**src/rtl/tof_pkg.sv**
```systemverilog
`timescale 1ns/1ps
package tof_pkg;

   typedef enum logic {
      WIN_SHUT = 1'b0,
      WIN_OPEN = 1'b1
   } win_state_e;

   localparam int unsigned TOF_DEF_WIDTH = 6;

   // Next value of an up-counter that either stops at its ceiling or rolls over.
   function automatic logic [31:0] bump(input logic [31:0] cur,
                                        input logic [31:0] ceil,
                                        input bit          hold_at_ceil);
      if (cur == ceil)
         return hold_at_ceil ? ceil : 32'd0;
      return cur + 32'd1;
   endfunction

endpackage

```
**src/rtl/tof_edge.sv**
```systemverilog
`timescale 1ns/1ps
module tof_edge #(
   parameter bit RISING = 1'b1
) (
   input  logic clk,
   input  logic rst,
   input  logic sig_i,
   output logic pulse_o
);
   logic prev_q;

   always_ff @(posedge clk) begin
      if (rst) prev_q <= 1'b0;
      else     prev_q <= sig_i;
   end

   generate
      if (RISING) begin : g_rise
         assign pulse_o = sig_i & ~prev_q;
      end else begin : g_fall
         assign pulse_o = ~sig_i & prev_q;
      end
   endgenerate

   // An edge pulse can never repeat on consecutive cycles (supports R7)
   p_edge_single_r7: assert property (@(posedge clk) disable iff (rst)
      pulse_o |=> !pulse_o);

endmodule

```
**src/rtl/tof_gate.sv**
```systemverilog
`timescale 1ns/1ps
module tof_gate
   import tof_pkg::*;
(
   input  logic clk,
   input  logic rst,
   input  logic open_i,
   input  logic shut_edge_i,
   input  logic shut_hold_i,
   output logic open_o
);
   win_state_e state_q, state_d;

   // Priority: hard hold > echo edge > start edge > keep.
   always_comb begin
      state_d = state_q;
      if (shut_hold_i)      state_d = WIN_SHUT;
      else if (shut_edge_i) state_d = WIN_SHUT;
      else if (open_i)      state_d = WIN_OPEN;
   end

   always_ff @(posedge clk) begin
      if (rst) state_q <= WIN_SHUT;
      else     state_q <= state_d;
   end

   assign open_o = (state_q == WIN_OPEN);

   p_open_r1: assert property (@(posedge clk) disable iff (rst)
      (open_i && !shut_edge_i && !shut_hold_i) |=> open_o);
   p_keep_r1: assert property (@(posedge clk) disable iff (rst)
      (!open_i && !shut_edge_i && !shut_hold_i) |=> $stable(open_o));
   p_echo_close_r2: assert property (@(posedge clk) disable iff (rst)
      shut_edge_i |=> !open_o);
   p_near_hold_r3: assert property (@(posedge clk) disable iff (rst)
      shut_hold_i |=> !open_o);

endmodule

```
**src/rtl/tof_counter.sv**
```systemverilog
`timescale 1ns/1ps
module tof_counter
   import tof_pkg::*;
#(
   parameter int unsigned CNT_W    = TOF_DEF_WIDTH,
   parameter bit          SATURATE = 1'b1
) (
   input  logic             clk,
   input  logic             rst,
   input  logic             inc_i,
   input  logic             clr_i,
   output logic [CNT_W-1:0] cnt_o
);
   localparam logic [CNT_W-1:0] CEIL = {CNT_W{1'b1}};

   logic [CNT_W-1:0] cnt_q;
   logic [31:0]      nxt;

   assign nxt = bump(32'(cnt_q), 32'(CEIL), SATURATE);

   always_ff @(posedge clk) begin
      if (rst || clr_i) cnt_q <= '0;
      else if (inc_i)   cnt_q <= nxt[CNT_W-1:0];
   end

   assign cnt_o = cnt_q;

   p_clear_r4: assert property (@(posedge clk) disable iff (rst)
      clr_i |=> cnt_q == '0);
   p_idle_r4: assert property (@(posedge clk) disable iff (rst)
      (!clr_i && !inc_i) |=> $stable(cnt_q));
   p_step_r4: assert property (@(posedge clk) disable iff (rst)
      (!clr_i && inc_i && cnt_q != CEIL) |=> cnt_q == CNT_W'($past(cnt_q) + 1'b1));

   generate
      if (SATURATE) begin : g_sat
         p_no_overflow_r5: assert property (@(posedge clk) disable iff (rst)
            (!clr_i && cnt_q == CEIL) |=> cnt_q == CEIL);
      end
   endgenerate

endmodule

```
**src/rtl/tof_capture.sv**
```systemverilog
`timescale 1ns/1ps
module tof_capture #(
   parameter int unsigned CNT_W = 6
) (
   input  logic             clk,
   input  logic             rst,
   input  logic             cap_i,
   input  logic [CNT_W-1:0] din_i,
   output logic [CNT_W-1:0] dist_o,
   output logic             valid_o
);
   logic [CNT_W-1:0] dist_q;
   logic             valid_q;

   always_ff @(posedge clk) begin
      if (rst) begin
         dist_q  <= '0;
         valid_q <= 1'b0;
      end else begin
         valid_q <= cap_i;
         if (cap_i) dist_q <= din_i;
      end
   end

   assign dist_o  = dist_q;
   assign valid_o = valid_q;

   p_load_r6: assert property (@(posedge clk) disable iff (rst)
      cap_i |=> dist_q == $past(din_i));
   p_hold_r6: assert property (@(posedge clk) disable iff (rst)
      !cap_i |=> $stable(dist_q));
   p_strobe_r7: assert property (@(posedge clk) disable iff (rst)
      cap_i |=> valid_q);
   p_quiet_r7: assert property (@(posedge clk) disable iff (rst)
      !cap_i |=> !valid_q);

endmodule

```
**src/rtl/echo_tof_counter.sv**
```systemverilog
`timescale 1ns/1ps
module echo_tof_counter
   import tof_pkg::*;
#(
   parameter int unsigned CNT_W    = TOF_DEF_WIDTH,
   parameter bit          SATURATE = 1'b1
) (
   input  logic             clk,
   input  logic             rst,
   input  logic             capture,
   input  logic             count_clr,
   input  logic             frame_start,
   input  logic             tick,
   input  logic             echo_near,
   input  logic             echo_far,
   output logic [CNT_W-1:0] distance,
   output logic             valid
);
   generate
      if (CNT_W < 2 || CNT_W > 16) begin : g_bad_width
         $error("echo_tof_counter: CNT_W must lie in 2..16");
      end
   endgenerate

   logic start_edge, cap_edge, echo_edge, win_open;
   logic [CNT_W-1:0] run_cnt;

   tof_edge #(.RISING(1'b1)) i_start_edge (
      .clk(clk), .rst(rst), .sig_i(frame_start), .pulse_o(start_edge));
   tof_edge #(.RISING(1'b1)) i_cap_edge (
      .clk(clk), .rst(rst), .sig_i(capture), .pulse_o(cap_edge));
   tof_edge #(.RISING(1'b1)) i_echo_edge (
      .clk(clk), .rst(rst), .sig_i(echo_far), .pulse_o(echo_edge));

   tof_gate i_gate (
      .clk(clk), .rst(rst),
      .open_i(start_edge), .shut_edge_i(echo_edge), .shut_hold_i(echo_near),
      .open_o(win_open));

   tof_counter #(.CNT_W(CNT_W), .SATURATE(SATURATE)) i_counter (
      .clk(clk), .rst(rst),
      .inc_i(win_open & tick), .clr_i(count_clr),
      .cnt_o(run_cnt));

   tof_capture #(.CNT_W(CNT_W)) i_capture (
      .clk(clk), .rst(rst),
      .cap_i(cap_edge), .din_i(run_cnt),
      .dist_o(distance), .valid_o(valid));

   // Window shut means no tick can move the count (R3 through to R4)
   p_shut_no_count_r3: assert property (@(posedge clk) disable iff (rst)
      (echo_near && !count_clr) |=> ##1 (!count_clr && !$past(count_clr)) |-> run_cnt == $past(run_cnt));

endmodule

```
**config.mk**
```make
export PLATFORM = sky130hd
export DESIGN_NAME = echo_tof_counter
export DESIGN_NICKNAME = d
export VERILOG_FILES = /design/src/rtl/tof_pkg.sv /design/src/rtl/tof_edge.sv /design/src/rtl/tof_gate.sv /design/src/rtl/tof_counter.sv /design/src/rtl/tof_capture.sv /design/src/rtl/echo_tof_counter.sv
export SDC_FILE = /design/constraint.sdc
export NUM_CORES = 1
export LEC_CHECK = 0
export BUFFER_PORTS_ARGS = -buffer_cell sky130_fd_sc_hd__buf_2
export CAP_MARGIN = 10
export CORE_UTILIZATION = 45
export CTS_CLUSTER_DIAMETER = 150
export DETAILED_ROUTE_END_ITERATION = 7
export GPL_ROUTABILITY_DRIVEN = 0
export PLACE_DENSITY = 0.77
export SYNTH_ARGS = -nofsm -noshare
export SYNTH_HDL_FRONTEND = slang
export SYNTH_HIERARCHICAL = 1
export SYNTH_SLANG_ARGS = --single-unit
```
**constraint.sdc**
```tcl
create_clock -name clk -period 1.15 [get_ports clk]
set_input_delay 0.23 -clock clk [delete_from_list [all_inputs] [get_ports clk]]
set_output_delay 0.23 -clock clk [all_outputs]
set_load 0.05 [all_outputs]
```
[Yosys cells after proc, flatten, opt, wreduce, memory -nomap -nowiden]
Index checks and enable logic that the tools add are counted.
Cells by class
  add/subtract/negate cells: 1
  eq/ne operators: 1
  mux-type cells: 3
  bitwise operators: 7
  reductions and logical operators: 2
Operators by type and width (count)
  two-way mux 6 bit: 2
  adder 6 x 1 -> 6 bit (second input constant): 1
  == test 6 bit (second input constant): 1
  AND 1 bit: 4
  NOT 1 bit: 3
  OR reduction 3 bit: 1
  logical OR 1 bit: 1
  two-way mux 1 bit: 1
Word-level totals
  register bits: 17
  bits of input ports: 8
  output and inout port bits: 7
  logic and storage cells: 21

[Depth between registers and ports, before layout]
Gate-level depths: netlist of the first run.
  depth after elaboration: 3
  depth in mapped cells: 4
  depth with buffers taken out: 4

[By module]
The synthesis of the first run kept the hierarchy.
By module, submodules not included
  tof_counter: instances 1, cells each 31, area each 275.3 µm², sequential area each 120.1 µm²
  tof_capture: instances 1, cells each 21, area each 240.2 µm², sequential area each 140.1 µm²
  tof_edge: instances 3, cells each 3, area each 47.5 µm², sequential area each 20.0 µm²
  tof_gate: instances 1, cells each 3, area each 36.3 µm², sequential area each 20.0 µm²
  echo_tof_counter: instances 1, cells each 1, area each 6.3 µm², sequential area each 0.0 µm²

[Least setup slack after synthesis of the first run]
OpenSTA, ideal clock, no wires.
  path kind: register to register
  start: register i_gate.state_q (netlist: i_gate/open_o)
  end: register i_counter.cnt_q[5] (netlist: i_counter/cnt_o[5])
  setup time: 0.116 ns
  data arrival time: 0.954 ns
  data required time: 1.034 ns
  path slack: 0.080 ns
  cell stages (with the launch flop): 5
  path buffers: 0
  clock period less this slack: 1.070 ns
  path through: dfxtp_1 -> and2_1 -> nand4_2 -> nand3b_1 -> o211a_1
Between the ends
  longest elaborated chain between the ends: 1
RTL lines
  start, declared: RTL line tof_gate.sv:12  | win_state_e state_q, state_d;
  start signal, assigned: RTL line tof_gate.sv:24  | else state_q <= state_d;
  AND 1 bit: RTL line echo_tof_counter.sv:42  | .inc_i(win_open & tick), .clr_i(count_clr),
  end signal, assigned: RTL line tof_counter.sv:23  | else if (inc_i) cnt_q <= nxt[CNT_W-1:0];
  end, declared: RTL line tof_counter.sv:16  | logic [CNT_W-1:0] cnt_q;
Every way passes these cells.
A chain may end at the register's enable or synchronous reset.

[Worst setup path in the final report of the first run]
  start: register i_capture.dist_q[0] (netlist: i_capture/dist_o[0])
  end: output port distance[0]
RTL lines
  start, declared: RTL line tof_capture.sv:12  | logic [CNT_W-1:0] dist_q;
  start signal, assigned: RTL line tof_capture.sv:21  | if (cap_i) dist_q <= din_i;
  end, declared: RTL line echo_tof_counter.sv:16  | output logic [CNT_W-1:0] distance,
No word-level cell between the ends.

==> run_results.csv, run 1 <==
group,metric,value,unit
pwr,pwr-share-seq,60.5,%
logic_synthesis,synth_ff_type,"dfxtp_1",
floorplan,core_area,0.001366,mm²
cells_and_area,layout-drive-gt1-share,36.78,%
global_routing,grt_pass1_vias,467,
logic_synthesis,yosys_warnings,6,
placed_design,place_hpwl,949.3,µm
run,drv_cap,0,
routing,top_layer,"met4",
logic_synthesis,syn_nets,74,
routing,firstDrtPassIters,4,
worst_setup_path,rr_worst_depth,4,
clock_network,h-tree-depth,1,
outcome,status,"finished, final reports clean",
routing,wl_per_cell,11.99,µm
logic_synthesis,yosysSeqAreaShare,48.57,%
routing,wl,1223,µm
logic_synthesis,synth-async-reset-ratio,0,%
floorplan,num_rows,13,
routing,viasPerCell,5.118,
floorplan,die_w,41.46,µm
timing,maxSlewHeadroom,82.17,%
clock_network,cts_buffers,3,
timing,setup_viol,0,
timing,tightest_slew,0.2668,ns
worst_setup_path,crit_cells,1,
routing,drc,0,
worst_setup_path,critical_path.startpoint,"i_capture/dist_o[0]$_SDFFE_PP0P_",
timing,fmax,0.9149,GHz
clock_network,clkTransAtPathRegs,0.09,ns
routing,vias,522,
pwr,irDropWorstVdd,1013,µV
logic_synthesis,synthTopCellsByArea,"dfxtp_1, nor2b_4, mux2i_1",
cells_and_area,syn_to_final_growth,22.50,%
worst_setup_path,rr_endpoint,"i_counter/cnt_o[5]$_SDFFE_PP0P_",
pwr,p_leak,0.4031,nW
logic_synthesis,synthCells,65,
worst_setup_path,startpoint_type,"register",
pwr,pwr-share-comb,8.1,%
hold_path,hp-class,"input pin to register",
logic_synthesis,netlist_area,700.7,µm²
cells_and_area,n_antenna_cell,0,
logic_synthesis,yosys-top-cells-count,"dfxtp_1, nor2_1, mux2i_1, nor2b_4, a21oi_1",
logic_synthesis,synth_edf_count,0,
routing,drtIter0Drc,9,
clock_network,cts_tree,"built",
cells_and_area,multi_input_area,350.3,µm²
logic_synthesis,yosysMostFrequentCell,"dfxtp_1",
routing,wl_met3,64,µm
clock_network,numClockSinks,17,
floorplan,die_h,41.46,µm
worst_setup_path,cp-end-kind,"output pin",
clock_network,clockRootBuffer,"clkbuf_4",
logic_synthesis,syn-mean-instance-area,10.78,µm²
worst_setup_path,crit_type,"register to output pin",
worst_setup_path,required,0.92,ns
logic_synthesis,synth_top_area_share,48.57,%
worst_setup_path,cp_cell_sequence,"clkbuf_4",
global_routing,grt_pass1_wl,2083,µm
worst_setup_path,crit_path_max_incr_delay,0.34,ns
timing,setup_tns,0,ns
floorplan,io-pin-count,15,
cells_and_area,nFillCells,117,
worst_setup_path,arrival,0.86,ns
timing,hold_violations,0,
pwr,p_sw_share,22.33,%
placed_design,io_buffers,14,
floorplan,start_util,51.28,%
worst_setup_path,cp_max_fo,2,
global_routing,antenna_found_initial,0,
timing,fin_skew,0.003321,ns
hold_path,holdPathStages,2,
clock_network,clockBufferDepth,2,
logic_synthesis,ys_ff_latch,17,
timing,fin_ws,0.05702,ns
pwr,p_int,0.7735,mW
worst_setup_path,rrSetupSlack,0.09,ns
pwr,clkPwrFrac,31.4,%
pwr,power.density,1160,mW/mm²
global_routing,overflow,0,
worst_setup_path,crit_path_top_delay_cell,"dfxtp_1",
clock_network,clk_latency,0.29,ns
worst_setup_path,reg2reg_from,"i_gate/open_o$_SDFFE_PP0P_",
floorplan,dieArea,0.001719,mm²
global_routing,grt_usage,16.56,%
timing,rsz0062_at_grt,"false",
logic_synthesis,synth.distinct_cells,21,
cells_and_area,fin_nets,97,
hold_path,worstHoldStart,"echo_near",
hold_path,hold_end,"i_gate/open_o$_SDFFE_PP0P_",
global_routing,grt_start_max_net_pins,12,
timing,period_needed,1.093,ns
timing,post-route-period-util,95.04,%
routing,ant_nets,0,
logic_synthesis,yosys.area.top_type,"dfxtp_1",
cells_and_area,final-seq-area,340.3,µm²
worst_setup_path,critical-path-top-delay-family,"flip-flops",
placed_design,place_ws,0.04800,ns
timing,drv_slew,0,
worst_setup_path,cp.buffers_inverters,1,
pwr,p_switching,0.2224,mW
routing,met2_length,624,µm
routing,m1WireLength,503,µm
## layout make-up
type / count / area share (%)
clock buffers: 4 / 3.061
multi-input cells: 47 / 40.82
well taps: 15 / 2.187
repair buffers: 19 / 14.29
flip-flops and latches: 17 / 39.65
## cell usage in the layout, fill, tap and decap left out, types with 2 or more instances in the layout
| master | count |
|---|---|
| and3_1 | 2 |
| a21oi_1 | 4 |
| buf_2 | 8 |
| nand3_1 | 2 |
| nand2_1 | 2 |
| buf_4 | 5 |
| nor2_1 | 10 |
| nor2b_4 | 6 |
| nor3_1 | 3 |
| mux2i_1 | 7 |
| dfxtp_1 | 17 |
| clkbuf_4 | 9 |
## power groups by stage
stage | registers [mW] | logic, mW | clock network [mW]
floorplan | 0.623 | 0.0450 | 0
global placement | 0.616 | 0.0791 | 0
detailed placement | 0.616 | 0.0818 | 0
CTS | 0.603 | 0.0818 | 0.328
global route | 0.604 | 0.0869 | 0.353
finish | 0.602 | 0.0804 | 0.313
## state kept, by name, summed over array words and instances (netlist names)
register / cells
i_cap_edge/prev_q: 1
i_capture/dist_o: 6
i_capture/valid_o: 1
i_counter/cnt_o: 6
i_echo_edge/prev_q: 1
i_gate/open_o: 1
i_start_edge/prev_q: 1
## metrics by stage
stage / util [%] / power (mW) / instances / hold slack (ns) / cell area [µm²]
after floorplan: - / 0.6684 / 65 / 0.2943 / 700.7
after global placement: 59.71 / 0.6953 / 98 / 0.4002 / 815.8
after detailed placement: 59.71 / 0.6981 / 98 / 0.4067 / 815.8
after CTS: 61.63 / 1.012 / 102 / 0.08706 / 842.1
after global routing: 62.82 / 1.043 / 102 / 0.07524 / 858.3
final: 62.82 / 0.9958 / 102 / 0.09635 / 858.3
## timing repair
action                                 4_1_cts  5_1_grt
endpoints found under the hold margin        0        0
setup endpoints to repair                    0       10
hold buffers                                 0        0
gates resized for setup                      0        7
setup buffers                                0        0
## per-layer routing
metal	vias up	track usage, %
li1	269	-
met4	0	7.742
met5	-	0
met2	13	26.25
met1	236	18.65
met3	4	7.826
## how the worst max path moves through the flow
stage                                 endpoint
2_1_floorplan  i_counter/cnt_o[5]$_SDFFE_PP0P_
3_3_place_gp   i_counter/cnt_o[5]$_SDFFE_PP0P_
3_5_place_dp   i_counter/cnt_o[5]$_SDFFE_PP0P_
4_1_cts                            distance[0]
5_1_grt                            distance[4]
6_report                           distance[0]
## cells by family after synthesis
logic type / Yosys count / synth area share, %
buffers and inverters: 1 / 1.607
DFF: 17 / 48.57
AOI/OAI and AO/OA: 7 / 5.893
muxes: 7 / 10.00
adders and majority gates: 1 / 1.785
and+or+nand+nor: 31 / 30.89
xor gates and xnor gates: 1 / 1.250
No activity file was read; power rests on OpenSTA's default activity.
==> run 2, diff against run 1 <==
--- a/config.mk
+++ b/config.mk
@@ -7,11 +7,11 @@
 export LEC_CHECK = 0
 export BUFFER_PORTS_ARGS = -buffer_cell sky130_fd_sc_hd__buf_2
 export CAP_MARGIN = 10
-export CORE_UTILIZATION = 45
+export CORE_UTILIZATION = 50
 export CTS_CLUSTER_DIAMETER = 150
 export DETAILED_ROUTE_END_ITERATION = 7
 export GPL_ROUTABILITY_DRIVEN = 0
-export PLACE_DENSITY = 0.77
+export PLACE_DENSITY = 0.8
 export SYNTH_ARGS = -nofsm -noshare
 export SYNTH_HDL_FRONTEND = slang
 export SYNTH_HIERARCHICAL = 1
==> constraint.sdc (replaced) <==
create_clock -name clk -period 1.2 [get_ports clk]
set_input_delay 0.24 -clock clk [delete_from_list [all_inputs] [get_ports clk]]
set_output_delay 0.24 -clock clk [all_outputs]
set_load 0.05 [all_outputs]
==> run_results.csv, run 2 (same netlist as run 1, synthesis figures left out) <==
group,metric,value,unit
floorplan,start_util,53.85,%
pwr,irDropWorstVdd,743.7,µV
pwr,p_int,0.7400,mW
global_routing,grt_pass1_wl,2159,µm
timing,setup_viol,0,
floorplan,die_h,39.44,µm
worst_setup_path,critical_path.startpoint,"i_capture/dist_o[2]$_SDFFE_PP0P_",
clock_network,clockBufferDepth,2,
pwr,power.density,1138,mW/mm²
pwr,p_sw_share,22.22,%
routing,vias,535,
placed_design,io_buffers,14,
timing,fmax,0.8892,GHz
clock_network,cts_buffers,3,
worst_setup_path,cp_cell_sequence,"buf_2",
routing,firstDrtPassIters,4,
global_routing,grt_pass1_vias,505,
floorplan,io-pin-count,15,
worst_setup_path,rr_endpoint,"i_counter/cnt_o[5]$_SDFFE_PP0P_",
routing,wl_per_cell,13.21,µm
clock_network,cts_tree,"built",
clock_network,clk_latency,0.28,ns
timing,rsz0062_at_grt,"false",
cells_and_area,fin_nets,95,
cells_and_area,n_antenna_cell,0,
floorplan,core_area,0.001301,mm²
worst_setup_path,reg2reg_from,"i_gate/open_o$_SDFFE_PP0P_",
floorplan,dieArea,0.001555,mm²
timing,hold_violations,0,
worst_setup_path,startpoint_type,"register",
cells_and_area,layout-drive-gt1-share,37.65,%
worst_setup_path,arrival,0.88,ns
placed_design,place_hpwl,926.1,µm
timing,drv_slew,0,
clock_network,h-tree-depth,1,
worst_setup_path,cp-end-kind,"output pin",
worst_setup_path,crit_type,"register to output pin",
timing,fin_skew,0.004505,ns
routing,wl,1321,µm
timing,period_needed,1.125,ns
clock_network,numClockSinks,17,
floorplan,die_w,39.44,µm
cells_and_area,final_common_cell,"dfxtp_1",
worst_setup_path,cp_max_fo,2,
timing,tightest_slew,0.2563,ns
clock_network,clockRootBuffer,"clkbuf_4",
worst_setup_path,crit_path_top_delay_cell,"dfxtp_1",
outcome,status,"finished, final reports clean",
routing,ant_nets,0,
run,drv_cap,0,
pwr,p_leak,0.3936,nW
cells_and_area,syn_to_final_growth,19.29,%
timing,maxSlewHeadroom,82.88,%
floorplan,num_rows,13,
pwr,clkPwrFrac,31.0,%
pwr,pwr-share-seq,60.7,%
routing,drtIter0Drc,19,
clock_network,clkTransAtPathRegs,0.09,ns
global_routing,antenna_found_initial,0,
pwr,pwr-share-comb,8.3,%
global_routing,overflow,0,
routing,viasPerCell,5.350,
global_routing,grt_start_max_net_pins,10,
worst_setup_path,crit_cells,1,
hold_path,hp-class,"input pin to register",
routing,drc,0,
worst_setup_path,endpoint,"distance[2]",
timing,post-route-period-util,93.72,%
clock_network,cts_hold_buf,0,
worst_setup_path,cp.buffers_inverters,1,
timing,setup_tns,0,ns
worst_setup_path,crit_path_max_incr_delay,0.34,ns
pwr,p_total,0.9514,mW
worst_setup_path,critical-path-top-delay-family,"flip-flops",
worst_setup_path,rrSetupSlack,0.09,ns
pwr,p_switching,0.2114,mW
worst_setup_path,required,0.96,ns
worst_setup_path,rr_worst_depth,4,
cells_and_area,mostFrequentLayoutCells,"dfxtp_1, buf_2, nor2_1, mux2i_1, nor2b_4",
global_routing,grt_usage,21.66,%
-- run 2: cell types whose count changed in the layout (fill, tap and decap cells not counted), sizes merged --
cell	change
clkbuf	-6
buf	+4
-- run 2: stage by stage --
| stage | setup slack, ns | util [%] | instances | cell area (µm²) | hold slack, ns |
|---|---|---|---|---|---|
| floorplan | 0.1296 | - | 65 | 700.7 | 0.3043 |
| global placement | 0.08611 | 61.54 | 96 | 800.8 | 0.4105 |
| detailed placement | 0.01809 | 61.54 | 96 | 800.8 | 0.4146 |
| CTS | 0.005807 | 63.56 | 100 | 827.0 | 0.1234 |
| global route | 0.01085 | 64.23 | 100 | 835.8 | 0.1160 |
| finish | 0.07535 | 64.23 | 100 | 835.8 | 0.1394 |
-- run 2: routing by layer --
metal	global-route usage, %	share of wire (%)	vias to the layer above	wire (µm)
li1	-	-	266	-
met5	0	0	-	0
met1	24.57	43	250	566
met2	35.66	50	15	663
met4	16.38	3.0	0	40
met3	3.409	3.8	4	50
-- run 2: area by class of cell --
type	count	area (µm²)
clock buffer	4	26.28
fill	119	465.4
multi-input combinational	47	357.8
sequential	17	340.3
tap	15	18.77
timing repair buffer	17	92.59
-- run 2: timing repair --
item,4_1_cts,5_1_grt
resized for setup,0,3
buffers inserted,0,0
setup endpoints to repair,0,5
-- run 2: worst min path at each step --
stage | start | to | cells after the start
floorplan | rst | i_cap_edge/prev_q$_SDFF_PP0_ | 1
global route | echo_near | i_gate/open_o$_SDFFE_PP0P_ | 2
finish | echo_near | i_gate/open_o$_SDFFE_PP0P_ | 2
CTS | echo_near | i_gate/open_o$_SDFFE_PP0P_ | 2
detailed placement | echo_near | i_gate/open_o$_SDFFE_PP0P_ | 2
global placement | echo_near | i_gate/open_o$_SDFFE_PP0P_ | 2
-- run 2: power groups by stage --
stage / sequential [mW] / combinational (mW) / clock [mW]
after floorplan: 0.597 / 0.0431 / 0
after global placement: 0.590 / 0.0749 / 0
after detailed placement: 0.591 / 0.0766 / 0
after CTS: 0.578 / 0.0791 / 0.314
after global routing: 0.579 / 0.0843 / 0.332
final: 0.578 / 0.0788 / 0.295
